==> src/rtl/priv_insn_gate_pkg.sv <==
package priv_insn_gate_pkg;

   localparam int PRIV_W = 2;

   typedef enum logic [1:0] {
      LVL_USER  = 2'd0,
      LVL_SUPER = 2'd1,
      LVL_RSVD  = 2'd2,
      LVL_MACH  = 2'd3
   } level_e;

   typedef enum logic [1:0] {
      OP_WAIT    = 2'd0,
      OP_SFENCE  = 2'd1,
      OP_HFVA    = 2'd2,
      OP_HFGPA   = 2'd3
   } op_e;

   typedef enum logic [1:0] {
      VD_GRANT = 2'd0,
      VD_ILL   = 2'd1,
      VD_VFLT  = 2'd2
   } verdict_e;

   typedef struct packed {
      logic virt;
      logic ext_s;
      logic ext_h;
      logic tw;
      logic tvm;
      logic vtw;
      logic vtvm;
   } ctl_t;

   function automatic verdict_e rule_wait(level_e lv, ctl_t c);
      logic u, s;
      u = (lv == LVL_USER);
      s = (lv == LVL_SUPER);
      if (((s || (!c.ext_s && u)) && c.tw) || (c.ext_s && u && !c.virt))
         return VD_ILL;
      else if (c.virt && (u || (s && c.vtw)))
         return VD_VFLT;
      else
         return VD_GRANT;
   endfunction

   function automatic verdict_e rule_sfence(level_e lv, ctl_t c);
      if ((lv == LVL_USER) || ((lv == LVL_SUPER) && c.tvm))
         return VD_ILL;
      else if (c.ext_h && c.virt && c.vtvm)
         return VD_VFLT;
      else
         return VD_GRANT;
   endfunction

   function automatic verdict_e rule_hfva(level_e lv, ctl_t c);
      if ((lv == LVL_SUPER) && c.virt)
         return VD_VFLT;
      else if ((lv == LVL_MACH) || ((lv == LVL_SUPER) && !c.virt))
         return VD_GRANT;
      else
         return VD_ILL;
   endfunction

   function automatic verdict_e rule_hfgpa(level_e lv, ctl_t c);
      if ((lv == LVL_SUPER) && !c.virt && c.tvm)
         return VD_ILL;
      else
         return rule_hfva(lv, c);
   endfunction

endpackage

==> src/rtl/pic_rule_eval.sv <==
module pic_rule_eval
   import priv_insn_gate_pkg::*;
#(
   parameter int CLASS_W = 3
) (
   input  logic [CLASS_W-1:0] cls_i,
   input  logic [PRIV_W-1:0]  lvl_i,
   input  ctl_t               ctl_i,
   output verdict_e           verdict_o,
   output logic               is_fence_o
);
   localparam int KNOWN_OPS = 4;

   generate
      if (CLASS_W < 2) begin : g_bad_w
         $error("pic_rule_eval: CLASS_W must be at least 2");
      end
   endgenerate

   logic   known;
   op_e    op;
   level_e lv;

   assign known = ({{(32-CLASS_W){1'b0}}, cls_i} < 32'(KNOWN_OPS));
   assign op    = op_e'(cls_i[1:0]);
   assign lv    = level_e'(lvl_i);

   always_comb begin
      verdict_o  = VD_ILL;
      is_fence_o = 1'b0;
      if (known && (lv != LVL_RSVD)) begin
         unique case (op)
            OP_WAIT:   verdict_o = rule_wait(lv, ctl_i);
            OP_SFENCE: verdict_o = rule_sfence(lv, ctl_i);
            OP_HFVA:   verdict_o = rule_hfva(lv, ctl_i);
            OP_HFGPA:  verdict_o = rule_hfgpa(lv, ctl_i);
            default:   verdict_o = VD_ILL;
         endcase
         is_fence_o = (op != OP_WAIT);
      end
   end

   always_comb begin
      if (!known) assert (verdict_o == VD_ILL)
         else $error("a_r10_unknown_class_illegal");
   end
endmodule

==> src/rtl/pic_result_stage.sv <==
module pic_result_stage
   import priv_insn_gate_pkg::*;
#(
   parameter bit REG_OUT = 1'b1
) (
   input  logic     clk,
   input  logic     rst_n,
   input  logic     vld_i,
   input  verdict_e verdict_i,
   input  logic     fence_i,
   output logic     ill_o,
   output logic     vflt_o,
   output logic     grant_o,
   output logic     flush_o
);
   logic ill_d, vflt_d, grant_d, flush_d;

   assign ill_d   = vld_i && (verdict_i == VD_ILL);
   assign vflt_d  = vld_i && (verdict_i == VD_VFLT);
   assign grant_d = vld_i && (verdict_i == VD_GRANT);
   assign flush_d = grant_d && fence_i;

   generate
      if (REG_OUT) begin : g_reg
         always_ff @(posedge clk or negedge rst_n) begin
            if (!rst_n) begin
               ill_o   <= 1'b0;
               vflt_o  <= 1'b0;
               grant_o <= 1'b0;
               flush_o <= 1'b0;
            end else begin
               ill_o   <= ill_d;
               vflt_o  <= vflt_d;
               grant_o <= grant_d;
               flush_o <= flush_d;
            end
         end

         a_r2_verdict_follows: assert property (@(posedge clk) disable iff (!rst_n)
            vld_i |=> (ill_o || vflt_o || grant_o));
         a_r2_quiet_when_idle: assert property (@(posedge clk) disable iff (!rst_n)
            !vld_i |=> !(ill_o || vflt_o || grant_o || flush_o));
      end else begin : g_comb
         logic unused_clk;
         assign unused_clk = clk ^ rst_n;
         assign ill_o   = ill_d;
         assign vflt_o  = vflt_d;
         assign grant_o = grant_d;
         assign flush_o = flush_d;
      end
   endgenerate
endmodule

==> src/rtl/pic_halt_hold.sv <==
module pic_halt_hold (
   input  logic clk,
   input  logic rst_n,
   input  logic set_i,
   input  logic wake_i,
   output logic halt_o
);
   always_ff @(posedge clk or negedge rst_n) begin
      if (!rst_n)
         halt_o <= 1'b0;
      else if (set_i)
         halt_o <= 1'b1;
      else if (wake_i)
         halt_o <= 1'b0;
   end

   a_r9_halt_holds: assert property (@(posedge clk) disable iff (!rst_n)
      (halt_o && !wake_i) |=> halt_o);
   a_r9_wake_releases: assert property (@(posedge clk) disable iff (!rst_n)
      (wake_i && !set_i) |=> !halt_o);
endmodule

==> src/rtl/priv_insn_gate.sv <==
module priv_insn_gate
   import priv_insn_gate_pkg::*;
#(
   parameter int CLASS_W = 3,
   parameter bit REG_OUT = 1'b1
) (
   input  logic               clk,
   input  logic               rst_n,
   input  logic               req_valid,
   input  logic [CLASS_W-1:0] req_class,
   input  logic [1:0]         cur_priv,
   input  logic               virt_on,
   input  logic               has_s_ext,
   input  logic               has_h_ext,
   input  logic               ctl_tw,
   input  logic               ctl_tvm,
   input  logic               ctl_vtw,
   input  logic               ctl_vtvm,
   input  logic               wake_i,
   output logic               out_illegal,
   output logic               out_vfault,
   output logic               out_grant,
   output logic               out_flush,
   output logic               out_halt
);
   ctl_t     ctl;
   verdict_e verdict;
   logic     is_fence;
   logic     halt_set;

   assign ctl = '{virt: virt_on, ext_s: has_s_ext, ext_h: has_h_ext,
                  tw: ctl_tw, tvm: ctl_tvm, vtw: ctl_vtw, vtvm: ctl_vtvm};

   pic_rule_eval #(.CLASS_W(CLASS_W)) u_eval (
      .cls_i      (req_class),
      .lvl_i      (cur_priv),
      .ctl_i      (ctl),
      .verdict_o  (verdict),
      .is_fence_o (is_fence)
   );

   pic_result_stage #(.REG_OUT(REG_OUT)) u_stage (
      .clk       (clk),
      .rst_n     (rst_n),
      .vld_i     (req_valid),
      .verdict_i (verdict),
      .fence_i   (is_fence),
      .ill_o     (out_illegal),
      .vflt_o    (out_vfault),
      .grant_o   (out_grant),
      .flush_o   (out_flush)
   );

   assign halt_set = req_valid && (verdict == VD_GRANT) && !is_fence;

   pic_halt_hold u_halt (
      .clk    (clk),
      .rst_n  (rst_n),
      .set_i  (halt_set),
      .wake_i (wake_i),
      .halt_o (out_halt)
   );

   a_r2_one_verdict: assert property (@(posedge clk) disable iff (!rst_n)
      $onehot0({out_illegal, out_vfault, out_grant}));
   a_r8_flush_needs_grant: assert property (@(posedge clk) disable iff (!rst_n)
      out_flush |-> out_grant);

   generate
      if (REG_OUT) begin : g_reg_chk
         a_r9_halt_rises_with_grant: assert property (@(posedge clk) disable iff (!rst_n)
            $rose(out_halt) |-> (out_grant && !out_flush));
         a_r10_reserved_level: assert property (@(posedge clk) disable iff (!rst_n)
            (req_valid && cur_priv == 2'd2) |=> out_illegal);
      end
   endgenerate
endmodule

==> config.mk <==
export PLATFORM = sky130hd
export DESIGN_NAME = priv_insn_gate
export DESIGN_NICKNAME = d
export VERILOG_FILES = /design/src/rtl/priv_insn_gate_pkg.sv /design/src/rtl/pic_rule_eval.sv /design/src/rtl/pic_result_stage.sv /design/src/rtl/pic_halt_hold.sv /design/src/rtl/priv_insn_gate.sv
export SDC_FILE = /design/constraint.sdc
export NUM_CORES = 1
export LEC_CHECK = 0
export BUFFER_PORTS_ARGS = -buffer_cell sky130_fd_sc_hd__buf_4
export CORE_AREA = 2 2 39 41
export DETAILED_ROUTE_END_ITERATION = 12
export DIE_AREA = 0 0 41 43
export SYNTH_ARGS = -nofsm -noshare
export SYNTH_HDL_FRONTEND = slang
export SYNTH_HIERARCHICAL = 1
export SYNTH_SLANG_ARGS = --single-unit
==> constraint.sdc <==
create_clock -name clk -period 0.8 [get_ports clk]
set_input_delay 0.16 -clock clk [delete_from_list [all_inputs] [get_ports clk]]
set_output_delay 0.16 -clock clk [all_outputs]
set_load 0.01 [all_outputs]
# After elaboration in Yosys (flattened, before gate mapping)
# Index checks and enable logic that the tools add are counted.
# word_totals
out_inout_bits	5
in_bits	16
ram_bits	0
register_bits	5
mem_bits_ro	0
latchBits	0
memories	0
# op_classes
div_mod_pow	0
eq_ne	8
shifts	0
multipliers	0
reduce_logical	31
bitwise_logic	0
magnitude_cmp	1
addsub	0
n_mux	12
# ops
operator	count
1-bit logical AND	18
2-bit 2-to-1 mux	7
2-bit equality test, second input constant	4
2-bit case mux with 4 select lines	1
2-bit by 1-bit equality test with 1-bit output, second input constant	3
2-bit logical NOT	3
1-bit logical OR	5
1-bit 2-to-1 mux	4
2-bit nonzero test	2
1-bit logical NOT	3
3-bit < comparator, second input constant	1
2-bit inequality test, second input constant	1

# Depth between registers and ports, before layout
# logic_depth
depth_word	12
depth_mapped	6
mapped_depth_nobuf	6

# By module
# Netlist, hierarchy kept.
# modules_own_cells
module	area_each_um2	n_inst	cells_per_inst
pic_rule_eval	142.6	1	23
pic_result_stage	140.1	1	8
pic_halt_hold	36.3	1	3
priv_insn_gate	15.0	1	1

# Worst setup path after synthesis
# Ideal clock, no wire load.
# synth_path
path_kind	in2reg
start	input port ctl_tvm
end	register u_halt.halt_o
path_stages	6
path_slack_ns	-0.345
path_buffers	0
t_arrival_ns	1.081
setup_time_ns	0.064
t_required_ns	0.736
cell_sequence	nor2b_1 and3b_1 o21ai_1 nand4b_1 nor4b_2 a21o_1
# synth_between
elab_chain_len	9
elab_cells_between_ends	12
# synth_rtl
element	line_no	text
from (decl)	priv_insn_gate.sv:16	input logic ctl_tvm,
1-bit logical AND	priv_insn_gate_pkg.sv:48	if ((lv == LVL_USER) || ((lv == LVL_SUPER) && c.tvm))
1-bit logical OR	priv_insn_gate_pkg.sv:48	
2-bit 2-to-1 mux	priv_insn_gate_pkg.sv:48	
2-bit case mux with 4 select lines (*)	pic_rule_eval.sv:32	unique case (op)
2-bit 2-to-1 mux (*)	pic_rule_eval.sv:31	if (known && (lv != LVL_RSVD)) begin
net verdict[0]	priv_insn_gate.sv:27	verdict_e verdict;
2-bit logical NOT (*)	priv_insn_gate.sv:54	assign halt_set = req_valid && (verdict == VD_GRANT) && !is_fence;
1-bit logical AND (*) (2 in series)	priv_insn_gate.sv:54	
net halt_set	priv_insn_gate.sv:29	logic halt_set;
1-bit 2-to-1 mux or 2-bit nonzero test (tied branches)	--	
to (signal assigned)	pic_halt_hold.sv:10	halt_o <= 1'b0;
to (signal assigned)	pic_halt_hold.sv:12	halt_o <= 1'b1;
to (signal assigned)	pic_halt_hold.sv:14	halt_o <= 1'b0;
to (decl)	pic_halt_hold.sv:6	output logic halt_o
# Mark *: on every way through the listed nets, which the timed path passes. The rest lies on a longest branch.
# A chain may end at the register's enable or synchronous reset.

# Final worst setup path
# Same ends and word-level chain as after synthesis.

==> flow_summary.toml <==
[outcome]
run_status = "complete, but fails checks"
violations = "negative setup slack"

[global_route]
grt_overflow_total = 0
antenna_violations_before_repair = 0
grt_util_all_layers_pct = 10.9
grt_first_pass_wirelength_um = 1300
grt_max_degree = 7
first_global_vias = 354

[pwr]
power.sequential.fraction_pct = 34.6
power_frac_clock_pct = 36.1
power_switching_share_pct = 24.0
p_int_mw = 0.598
leakagePower_nw = 0.330
powerDensity_nw_per_um2 = 1180
comb_power_share_pct = 29.3
power.ir.vdd_worst_uv = 326
post-layout-total-power_mw = 0.787
power_switching_mw = 0.188

[worst_hold_path]
hold_path.class = "in -> reg"
worstHoldPathCells = 3

[die]
floorplan.io_pins = 21
initial_core_util_pct = 24.1
rows = 14
coreArea_um2 = 1380
die_area_um2 = 1760
die_h_um = 43
die_width_um = 41

[synth]
mappedNetlistArea_um2 = 334
synth_cell_type_count = 24
postSynthCellCount = 35
synthesis_warnings = 6
syn_area_per_cell_um2 = 9.54
synth_seq_area_share_pct = 37.5
netlist_top_cells_area = "sky130_fd_sc_hd__dfrtp_1, sky130_fd_sc_hd__and3b_2, sky130_fd_sc_hd__and2b_1, sky130_fd_sc_hd__nor4b_2, sky130_fd_sc_hd__o211ai_1"
synth_top_area_cell = "sky130_fd_sc_hd__dfrtp_1"
synth.top_cell.area_share_pct = 37.5
synthesis.nets = 51
yosys_register_bits = 5

[clock_tree]
clk_pin_slew_worst_paths_ns = 0.04
buffer_levels_on_the_longest_clock_path = 2
cts_made_buffers = 3
htreeDepth = 1
numClockSinks = 5
clock_tree.root_cell = "sky130_fd_sc_hd__clkbuf_4"
tritoncts_clock_tree = "done"
clock_latency_ns = 0.24

[worst_setup_path]
worst_r2r_path_depth = 2
critical_path.startpoint_type = "primary input"
worst_setup_path_end_kind = "register"
slowest_stage = "sky130_fd_sc_hd__nor4b_2"
critical_path.max_fanout = 5
cp_cell_sequence = "buf_6 > nor2b_4 > and3b_1 > o21ai_1 > nand4b_1 > nor4b_2 > a21o_1"
criticalPathCategory = "in -> reg"
critical-path-max-stage-delay_ns = 0.28
timing.critical_path.required_ns = 0.98
worst-r2r-setup-slack_ns = 0.02
cp_data_arrival_time_ns = 1.23

[layout]
finalNetCount = 85
drive_above_1_share_pct = 58.8
syn_to_final_growth_pct = 98.9
post_layout_nonfiller_instances = 84
antenna_cells_inserted = 0
final_area_um2 = 664
final_core_utilization_pct = 48.0

[drt]
post_drt_wl_per_cell_um = 9.95
detail_route.drc_violations = 0
route.antenna.remaining_nets = 0
route.vias.total = 390
drt_first_pass_iters = 3
drt_iter0_markers = 4
viasPerCell = 4.64
finalWirelength_um = 836

[timing]
maxClockFrequency_mhz = 953
worst_slew_pin_slew_ns = 0.269
setup_violations = 10
hold_viol_final = 0
final_period_minus_worst_setup_slack_ns = 1.05
final.period_utilization_pct = 131
maxSlewHeadroom_pct = 82.0
rsz0062_at_grt = "yes"
worst_hold_slack_ns = 0.196
skew_ns = 0
maxSlewViolCount = 0
finalWorstSetupSlack_ns = -0.249

[placed_design]
detailed_place.area_um2 = 568
place_congestion = 0.711
post-place-cells = 77
detailed_place_hpwl_um = 699
buffer_ports.inserted = 20

[flow_run]
timing.max_cap.violations = 0
[routing by layer]
metal  part of all wire, %  track usage, %
met1                    36            11.5
met2                    54            16.9
met3                   9.6            2.09
met4                     0            10.0
met5                     0               0
[Yosys cell counts]
library cell / count
sky130_fd_sc_hd__nand2_1: 3
sky130_fd_sc_hd__nor3b_1: 1
sky130_fd_sc_hd__a21o_1: 1
sky130_fd_sc_hd__nand4_1: 1
sky130_fd_sc_hd__nor4b_2: 1
sky130_fd_sc_hd__and3b_1: 1
sky130_fd_sc_hd__dfrtp_1: 5
sky130_fd_sc_hd__o21bai_2: 1
sky130_fd_sc_hd__and2b_1: 2
sky130_fd_sc_hd__o22ai_1: 1
sky130_fd_sc_hd__a31oi_1: 1
sky130_fd_sc_hd__inv_2: 1
sky130_fd_sc_hd__nand3b_1: 1
sky130_fd_sc_hd__nand4b_1: 1
sky130_fd_sc_hd__o21ai_1: 1
sky130_fd_sc_hd__nor3_1: 1
sky130_fd_sc_hd__o21a_1: 1
sky130_fd_sc_hd__o21ai_0: 2
sky130_fd_sc_hd__nor2b_1: 1
sky130_fd_sc_hd__and3b_2: 2
sky130_fd_sc_hd__a21oi_1: 1
sky130_fd_sc_hd__and4bb_2: 1
sky130_fd_sc_hd__inv_1: 2
sky130_fd_sc_hd__o211ai_1: 2
[worst max-delay path: cells and delay by family]
kind	cells	cell delay, ns
compound gates	2	0.22
buf+inv	1	0.09
simple gates	4	0.76
[layout by cell type, fill, tap and decap left out]
cell type                       instances
sky130_fd_sc_hd__nor3_4                 1
sky130_fd_sc_hd__nand2_1                3
sky130_fd_sc_hd__a21o_1                 1
sky130_fd_sc_hd__o22ai_1                1
sky130_fd_sc_hd__clkbuf_4               3
sky130_fd_sc_hd__nand4b_1               1
sky130_fd_sc_hd__nor4b_2                1
sky130_fd_sc_hd__inv_2                  1
sky130_fd_sc_hd__a31oi_4                1
sky130_fd_sc_hd__and4bb_2               1
sky130_fd_sc_hd__clkbuf_1               1
sky130_fd_sc_hd__buf_6                  6
sky130_fd_sc_hd__nor2b_4                1
sky130_fd_sc_hd__nor3b_1                1
sky130_fd_sc_hd__inv_1                  2
sky130_fd_sc_hd__and3b_2                2
sky130_fd_sc_hd__o21ai_0                2
sky130_fd_sc_hd__dfrtp_1                5
sky130_fd_sc_hd__o21bai_2               1
sky130_fd_sc_hd__a21oi_1                1
sky130_fd_sc_hd__o21a_1                 1
sky130_fd_sc_hd__buf_4                 21
sky130_fd_sc_hd__buf_8                  1
sky130_fd_sc_hd__and2b_1                2
sky130_fd_sc_hd__o211ai_1               2
sky130_fd_sc_hd__dlygate4sd3_1          1
sky130_fd_sc_hd__nand3b_1               1
sky130_fd_sc_hd__and3b_1                1
sky130_fd_sc_hd__o21ai_1                1
sky130_fd_sc_hd__nand4_1                1
[state kept, by name, summed over array words and instances, names as in the netlist]
register and flops:
u_halt/halt_o 1, u_stage/flush_o 1, u_stage/grant_o 1, u_stage/ill_o 1, u_stage/vflt_o 1
[power by group through the flow]
| stage | Sequential [mW] | Clock (mW) | Combinational (mW) |
|---|---|---|---|
| 2_1_floorplan | 0.280 | 0 | 0.0656 |
| 3_3_place_gp | 0.273 | 0 | 0.198 |
| 3_5_place_dp | 0.274 | 0 | 0.199 |
| 4_1_cts | 0.272 | 0.305 | 0.224 |
| 5_1_grt | 0.273 | 0.325 | 0.253 |
| 6_report | 0.272 | 0.284 | 0.231 |
[path summary, 6_finish.rpt]
kind                          startpoint              end
max                              ctl_tvm    u_halt/halt_o
min in group asynchronous          rst_n  u_stage/grant_o
max reg2reg                u_halt/halt_o    u_halt/halt_o
min                               wake_i    u_halt/halt_o
max in group asynchronous          rst_n    u_stage/ill_o
min reg2reg                u_halt/halt_o    u_halt/halt_o
[logic make-up (layout without fill, tap and decap cells)]
group | after synthesis | after routing | share of synthesized area [%]
flops | 5 | 5 | 37.5
simple gates | 16 | 16 | 37.1
buf+inv | 3 | 36 | 3.37
compound gates | 11 | 11 | 22.1
[what timing repair did]
action                     CTS  global route
setup endpoints to repair   10            10
gates resized for setup      8             2
pin swaps                    8             7
setup buffers                1             1
hold endpoints to repair     5             0
hold buffers                 1             0
[cell type report]
class,instances,area [um2]
repair buffers,29,250
clock buffers,4,26.3
fillers,141,719
multi-input cells,27,231
inverters,3,11.3
flip-flops and latches,5,125
well taps,16,20.0
[metrics by stage]
stage / setup TNS [ns] / setup slack [ns]
after detailed placement: -2.41 / -0.546
after global routing: -1.95 / -0.324
after floorplan: -1.22 / -0.289
after global placement: -2.37 / -0.536
final: -1.41 / -0.249
after CTS: -1.49 / -0.277
Note: power is estimated with default switching activity, not from simulation.
